==> src/rtl/fsf_pkg.sv <==
package fsf_pkg;

  typedef enum logic [1:0] {
    FEED_EVEN   = 2'd0,
    FEED_ODD    = 2'd1,
    FEED_ODD_IL = 2'd2
  } feedSel_e;

  typedef struct packed {
    logic     shiftEn;
    feedSel_e feedSel;
  } dpCtl_t;

endpackage

==> src/rtl/fsf_ctrl.sv <==
module fsf_ctrl
  import fsf_pkg::*;
#(
  parameter int PIPE_LEN = 6
) (
  input  logic   clk,
  input  logic   rst,
  input  logic   inValid,
  input  logic   cfgOddTaps,
  input  logic   cfgOddIl,
  output dpCtl_t ctl,
  output logic   outValid
);

  logic [PIPE_LEN-1:0] vPipe;

  always_comb begin
    ctl.shiftEn = inValid;
    if (cfgOddIl)        ctl.feedSel = FEED_ODD_IL;
    else if (cfgOddTaps) ctl.feedSel = FEED_ODD;
    else                 ctl.feedSel = FEED_EVEN;
  end

  always_ff @(posedge clk) begin
    if (rst) vPipe <= '0;
    else     vPipe <= {vPipe[PIPE_LEN-2:0], inValid};
  end

  assign outValid = vPipe[PIPE_LEN-1];

endmodule

==> src/rtl/fsf_datapath.sv <==
module fsf_datapath
  import fsf_pkg::*;
#(
  parameter int TAPS = 8,
  parameter int IL   = 2,
  parameter int SW   = 12,
  parameter int CW   = 12,
  parameter int OW   = 32
) (
  input  logic                 clk,
  input  logic                 rst,
  input  dpCtl_t               ctl,
  input  logic signed [SW-1:0] inSample,
  input  logic [TAPS*CW-1:0]   coefs,
  output logic signed [OW-1:0] outSum
);

  localparam int FWD_LEN = (TAPS - 1) * IL + 1;
  localparam int REV_LEN = TAPS * IL;
  localparam int LEVELS  = $clog2(TAPS);
  localparam int LEAVES  = 1 << LEVELS;
  localparam int PRE_W   = SW + 1;
  localparam int PROD_W  = PRE_W + CW;

  logic signed [SW-1:0]     fwdLine [FWD_LEN];
  logic signed [SW-1:0]     revLine [REV_LEN];
  logic signed [SW-1:0]     revIn;
  logic signed [PRE_W-1:0]  preSum  [TAPS];
  logic signed [PROD_W-1:0] prod    [TAPS];
  logic signed [OW-1:0]     sumNode [1:LEAVES-1];
  logic signed [OW-1:0]     allNode [1:2*LEAVES-1];

  // turn point from the forward line into the reverse line
  always_comb begin
    case (ctl.feedSel)
      FEED_ODD:    revIn = fwdLine[(TAPS-1)*IL-1];
      FEED_ODD_IL: revIn = fwdLine[(TAPS-2)*IL];
      default:     revIn = fwdLine[(TAPS-1)*IL];
    endcase
  end

  always_ff @(posedge clk) begin
    if (rst) begin
      for (int j = 0; j < FWD_LEN; j++) fwdLine[j] <= '0;
      for (int j = 0; j < REV_LEN; j++) revLine[j] <= '0;
    end else if (ctl.shiftEn) begin
      fwdLine[0] <= inSample;
      for (int j = 1; j < FWD_LEN; j++) fwdLine[j] <= fwdLine[j-1];
      revLine[0] <= revIn;
      for (int j = 1; j < REV_LEN; j++) revLine[j] <= revLine[j-1];
    end
  end

  // leaves of the tree are the products, padded with zeros
  always_comb begin
    for (int i = 1; i < LEAVES; i++) allNode[i] = sumNode[i];
    for (int i = 0; i < LEAVES; i++) begin
      if (i < TAPS) allNode[LEAVES+i] = OW'(prod[i]);
      else          allNode[LEAVES+i] = '0;
    end
  end

  always_ff @(posedge clk) begin
    if (rst) begin
      for (int k = 0; k < TAPS; k++) begin
        preSum[k] <= '0;
        prod[k]   <= '0;
      end
      for (int i = 1; i < LEAVES; i++) sumNode[i] <= '0;
    end else begin
      for (int k = 0; k < TAPS; k++) begin
        preSum[k] <= PRE_W'(fwdLine[k*IL]) + PRE_W'(revLine[(TAPS-k)*IL-1]);
        prod[k]   <= preSum[k] * $signed(coefs[k*CW +: CW]);
      end
      for (int i = 1; i < LEAVES; i++) sumNode[i] <= allNode[2*i] + allNode[2*i+1];
    end
  end

  assign outSum = sumNode[1];

endmodule

==> src/rtl/folded_sym_fir.sv <==
module folded_sym_fir
  import fsf_pkg::*;
#(
  parameter int TAPS = 8,
  parameter int IL   = 2,
  parameter int SW   = 12,
  parameter int CW   = 12,
  parameter int OW   = 32
) (
  input  logic                 clk,
  input  logic                 rst,
  input  logic                 inValid,
  input  logic signed [SW-1:0] inSample,
  input  logic [TAPS*CW-1:0]   coefs,
  input  logic                 cfgOddTaps,
  input  logic                 cfgOddIl,
  output logic                 outValid,
  output logic signed [OW-1:0] outSum
);

  localparam int PIPE_LEN = $clog2(TAPS) + 3;

  dpCtl_t ctl;

  fsf_ctrl #(.PIPE_LEN(PIPE_LEN)) u_ctrl (
    .clk(clk), .rst(rst), .inValid(inValid),
    .cfgOddTaps(cfgOddTaps), .cfgOddIl(cfgOddIl),
    .ctl(ctl), .outValid(outValid)
  );

  fsf_datapath #(.TAPS(TAPS), .IL(IL), .SW(SW), .CW(CW), .OW(OW)) u_dp (
    .clk(clk), .rst(rst), .ctl(ctl), .inSample(inSample),
    .coefs(coefs), .outSum(outSum)
  );

endmodule

==> config.mk <==
export PLATFORM = sky130hd
export DESIGN_NAME = folded_sym_fir
export DESIGN_NICKNAME = d
export VERILOG_FILES = /design/src/rtl/fsf_pkg.sv /design/src/rtl/fsf_ctrl.sv /design/src/rtl/fsf_datapath.sv /design/src/rtl/folded_sym_fir.sv
export SDC_FILE = /design/constraint.sdc
export NUM_CORES = 2
export LEC_CHECK = 0
export ABC_AREA = 1
export CORE_ASPECT_RATIO = 0.5
export CORE_MARGIN = 4
export CORE_UTILIZATION = 53
export DETAILED_ROUTE_END_ITERATION = 10
export PLACE_DENSITY = 0.68
export SETUP_SLACK_MARGIN = 0.3
export SYNTH_ARGS = -nofsm -noshare
export SYNTH_HDL_FRONTEND = slang
export SYNTH_HIERARCHICAL = 1
export SYNTH_SLANG_ARGS = --single-unit
export TNS_END_PERCENT = 1
==> constraint.sdc <==
create_clock -name clk -period 13.25 [get_ports clk]
set_clock_uncertainty 0.15 [all_clocks]
set_input_delay 3.3125 -clock clk [delete_from_list [all_inputs] [get_ports clk]]
set_output_delay 3.3125 -clock clk [all_outputs]
set_load 0.01 [all_outputs]
# After elaboration in Yosys (flattened, before gate mapping)
# Memory sizes are Yosys's and may differ from the RTL's.
# Cells that the tools add are included.
[op_classes]
n_mux = 63
add_sub_neg = 15
n_eq_ne = 2
n_mul = 8
n_bitwise = 54
[op_table]
columns = ["cell", "n"]
rows = [
  ["2-to-1 mux 12 bit", 31],
  ["2-to-1 mux 32 bit", 7],
  ["multiplier 13 x 12 -> 25 bit", 8],
  ["2-to-1 mux 25 bit", 8],
  ["adder 12 x 12 -> 13 bit", 8],
  ["adder 25 x 25 -> 26 bit", 4],
  ["2-to-1 mux 13 bit", 8],
  ["adder 32 bit", 3],
  ["bitwise OR 1 bit", 54],
  ["case mux 12 bit (2 select lines)", 1],
  ["2-to-1 mux 1 bit", 7],
  ["== test 2 x 1 -> 1 bit, second input constant", 1],
  ["== test 2 bit, second input constant", 1],
  ["2-to-1 mux 2 bit", 1],
]
[totals]
in_bits = 113
out_inout_bits = 33
word_cells = 148
mem_bits_rw = 900
n_memories = 5
regBits = 6
[memory_table]
columns = ["memory", "words", "word_bits", "read_ports", "rd_ports_with_merged_regs", "wr", "line_no", "text"]
rows = [
  ["u_dp.sumNode", 7, 32, 7, 0, 7, "fsf_datapath.sv:30", "logic signed [OW-1:0] sumNode [1:LEAVES-1];"],
  ["u_dp.prod", 8, 25, 8, 0, 8, "fsf_datapath.sv:29", "logic signed [PROD_W-1:0] prod [TAPS];"],
  ["u_dp.revLine", 16, 12, 16, 0, 16, "fsf_datapath.sv:26", "logic signed [SW-1:0] revLine [REV_LEN];"],
  ["u_dp.fwdLine", 15, 12, 15, 0, 15, "fsf_datapath.sv:25", "logic signed [SW-1:0] fwdLine [FWD_LEN];"],
  ["u_dp.preSum", 8, 13, 8, 0, 8, "fsf_datapath.sv:28", "logic signed [PRE_W-1:0] preSum [TAPS];"],
]

# Depth between registers and ports, before layout
[depth]
word_depth = 5
mapped_depth = 25
ltp_nobuf = 24

# Cells and area by module
# Netlist, hierarchy kept.
[by_module_without_submodules]
columns = ["mod", "n_inst", "seq_area_each_um2", "area_each_um2", "cells_per_inst"]
rows = [
  ["fsf_datapath", 1, 21260.4, 92264.7, 12059],
  ["fsf_ctrl", 1, 120.1, 187.7, 22],
]

# Worst setup path after synthesis
# OpenSTA, ideal clock, no wires.
[synth_path]
kind = "input to register"
from = "input port rst"
to = "memory u_dp.fwdLine[0][0], enable pin"
setup_time_ns = 2.757
arrival_ns = 9.957
t_required_ns = 10.343
path_buffers = 3
setup_slack_ns = 0.386
stages = 5
path_cell_list = "clkbuf_1 -> clkinv_1 -> buf_2 -> buf_2 -> nand2_1"
[synth_lines]
columns = ["element", "line_no", "text"]
rows = [
  ["from (decl)", "folded_sym_fir.sv:11", "input logic rst,"],
  ["to (decl)", "fsf_datapath.sv:25", ""],
]

==> reports/metrics.cfg <==
[setup_path]
timing.reg2reg.setup_slack_ns=7.79
cpMaxStageDelayCell=clkdlybuf4s50_1
cp-start-kind=input pin
crit_chain=clkdlybuf4s50_1 -> nand2_1 -> fa_1 -> inv_1 -> fa_1 -> inv_1 -> fa_1 -> inv_1 -> fa_1 -> fa_1 -> ha_1 -> nand2_1 -> nor2_1 -> inv_1 -> nor2_1 -> nand4_1 -> nand3_1 -> nand2_1 -> inv_1 -> nor2_1
path_class=in2reg
path_max_fanout=13
end_kind=flop
slowest_delay_ns=0.81
worst-r2r-cell-count=20
critPathLaunch=coefs[27]
arrival_ns=8.68
r2r_end=u_dp/prod[0][49]
required_ns=13.73
crit_family=adder cells
critical_path_buf_inv_count=6
r2r-start=u_dp/preSum[1][12]

[yosys]
synth_simple_gate_area_frac=0.206
netlist_top_cells_area=fa_1 (26%), edfxtp_1 (12%), inv_1 (12%), nand2_1 (12%), dfxtp_1 (11%)
synth_top_cell_area_share=0.260
synth.distinct_cells=42
avgSynthCellArea_um2=7.65
syn_inst=12081
async_flop_share=0
ys.flop_type=dfxtp_1
synthMuxAreaShare=0
synth_top_family_by_area=adder cells
syn-num-nets=14098
synth_compound_area_frac=0.0688
synth_edf_count=372
ys_seq_area_frac=0.231
netlist_area_um2=92500
synth-seq-cells=882
synth_xor_area_frac=0.00644
synthAdderAreaFrac=0.355
yosysWarnings=6
yosysTopAreaCell=fa_1

[placed_design]
place_inst=14243
hpwl_um=197000
gp_congestion=0.945
postPlaceCellArea_um2=95700
io_buffers=145

[floorplan]
num_rows=108
die_area_um2=182000
die_h_um=303
coreArea_um2=173000
die_w_um=599
initial_core_util=0.533
top_level_ports=146

[cts]
ctsResizeCount=0
cts_tree=done
cts_setup_buffers=0
cts_buffers=87
cts_max_path_buffers=3
clk_latency_ns=0.73
postCtsHoldBufs=0
ctsHtreeMaxLevel=3
clkSinkCount=882
clock_tree.root_cell=clkbuf_16
clk_pin_slew_ns=0.07

[sta]
final_max_slew_viol_count=0
finalSetupViolations=0
tightest_slew_ns=1.01
fmax_mhz=122
rsz0062_at_grt=no
maxSlewHeadroom=0.329
fin_crit_sh=0.619
tns_ns=0
finalHoldViolCount=0
fin_crit_ns=8.20

[global_route]
gr-total-overflow=0
grt_pass1_vias=72678
grt_usage=0.269
grt_pass1_wl_um=391000
antenna_found_initial=9
grt_max_degree=173

[cells_and_area]
layout-drive-gt1-share=0.0177
stdcell_area_um2=98600
stdcell_count=14411
syn2layout_area_growth_pct=6.60
layout.nets=14039

[route]
drt_iter0_drc=6164
drtAntennaViolNets=0
viasPerCell=5.13
wl_per_cell_um=16.8
dr_total_vias=73883
drc=0
drt_pass1_iterations=6
drt_wl_total_um=242000

[job]
maxCapViolations=0

[power_and_ir_drop]
p_per_area_nw_per_um2=206
p_leak_nw=52.8
ir_worst_vdd_mv=0.170

[min_path]
hold_class=reg2reg
holdPathEnd=u_ctrl/vPipe[1]
worstHoldStart=u_ctrl/vPipe[0]
hold_path_depth=2

[outcome]
outcome=completed

==> worst min-delay path, stage by stage, from the launching register on <==
cell	delay (ns)
dfxtp_1	0.30
inv_1	0.04
nor2_1	0.03
==> per-stage QoR <==
step	hold WS [ns]	setup slack, ns	power, mW	utilization
after global routing	0.271	4.69	22.7	0.568
after detailed placement	0.246	4.34	17.8	0.552
after CTS	0.258	5.15	20.4	0.568
after floorplan	0.238	0.386	14.0	-
after global placement	0.239	4.42	17.7	0.552
final	0.256	5.05	20.3	0.568
==> synthesized netlist by cell type (all sizes together) (57+ instances only) <==
master and n:
fa 1199, edfxtp 372, o21bai 79, inv 2926, nand3 321, o21ai 353, nor3 62, buf 57
nand2 2930, nand4 85, clkbuf 247, nor2 1323, dfxtp 510, ha 705, a21oi 670
==> area by class of cell <==
| cell class | count | area [µm²] |
|---|---|---|
| tap | 2310 | 2890 |
| fill | 16415 | 74800 |
| clock inverter | 48 | 440 |
| antenna | 7 | 17.5 |
| multi-input combinational | 7968 | 58900 |
| clock buffer | 113 | 2390 |
| timing repair buffer | 156 | 1560 |
| sequential | 882 | 21400 |
| inverter | 2927 | 11000 |
==> how the worst max path moves through the flow <==
| stage | slack, ns | cells past startpoint | end |
|---|---|---|---|
| floorplan | 0.39 | 5 | u_dp/fwdLine[0][0] |
| global placement | 4.42 | 19 | u_dp/prod[0][98] |
| detailed placement | 4.34 | 20 | u_dp/prod[0][72] |
| CTS | 5.15 | 20 | u_dp/prod[0][72] |
| global route | 4.69 | 22 | u_dp/prod[1][97] |
| finish | 5.05 | 20 | u_dp/prod[0][72] |
==> cell families (layout without fill, tap and decap cells) <==
group           after synthesis  count (layout)
simple gates               4811            4811
buf+inv                    3231            3244
xor+xnor                     68              68
flops                       882             882
other cells                   0               7
fa+ha+maj                  1904            1904
compound gates             1185            1185
==> cells in the final DEF (no fill, tap or decap), drive strengths merged, types with 49 or more instances in the layout <==
cell | netlist | routed
inv | 2926 | 2938
a21oi | 670 | 670
nand4 | 85 | 85
o21bai | 79 | 79
nor2 | 1323 | 1323
o21ai | 353 | 353
dfxtp | 510 | 510
fa | 1199 | 1199
ha | 705 | 705
nand2 | 2930 | 2930
clkbuf | 247 | 113
edfxtp | 372 | 372
nand3 | 321 | 321
clkdlybuf4s50 | 0 | 144
nor3 | 62 | 62
o21a | 49 | 49
==> power breakdown <==
| part | leakage [nW] | switching, mW | internal, mW |
|---|---|---|---|
| Clock | 1.38 | 1.17 | 1.32 |
| Combinational | 43.1 | 8.92 | 4.92 |
| Sequential | 8.34 | 0.543 | 3.45 |
==> layer usage <==
layer / track usage / routed length [µm] / share of wire
met5: 0 / 34 / 0.00014
met1: 0.394 / 113000 / 0.47
met2: 0.433 / 109000 / 0.45
met3: 0.0349 / 15200 / 0.063
met4: 0.0523 / 4130 / 0.017
==> flip-flops by register name, summed over array words and instances (netlist names) <==
name          cells
u_dp/sumNode    200
u_dp/fwdLine    180
u_dp/revLine    192
u_ctrl/vPipe      6
u_dp/prod       200
u_dp/preSum     104
Power figures use the tool's default switching activity.
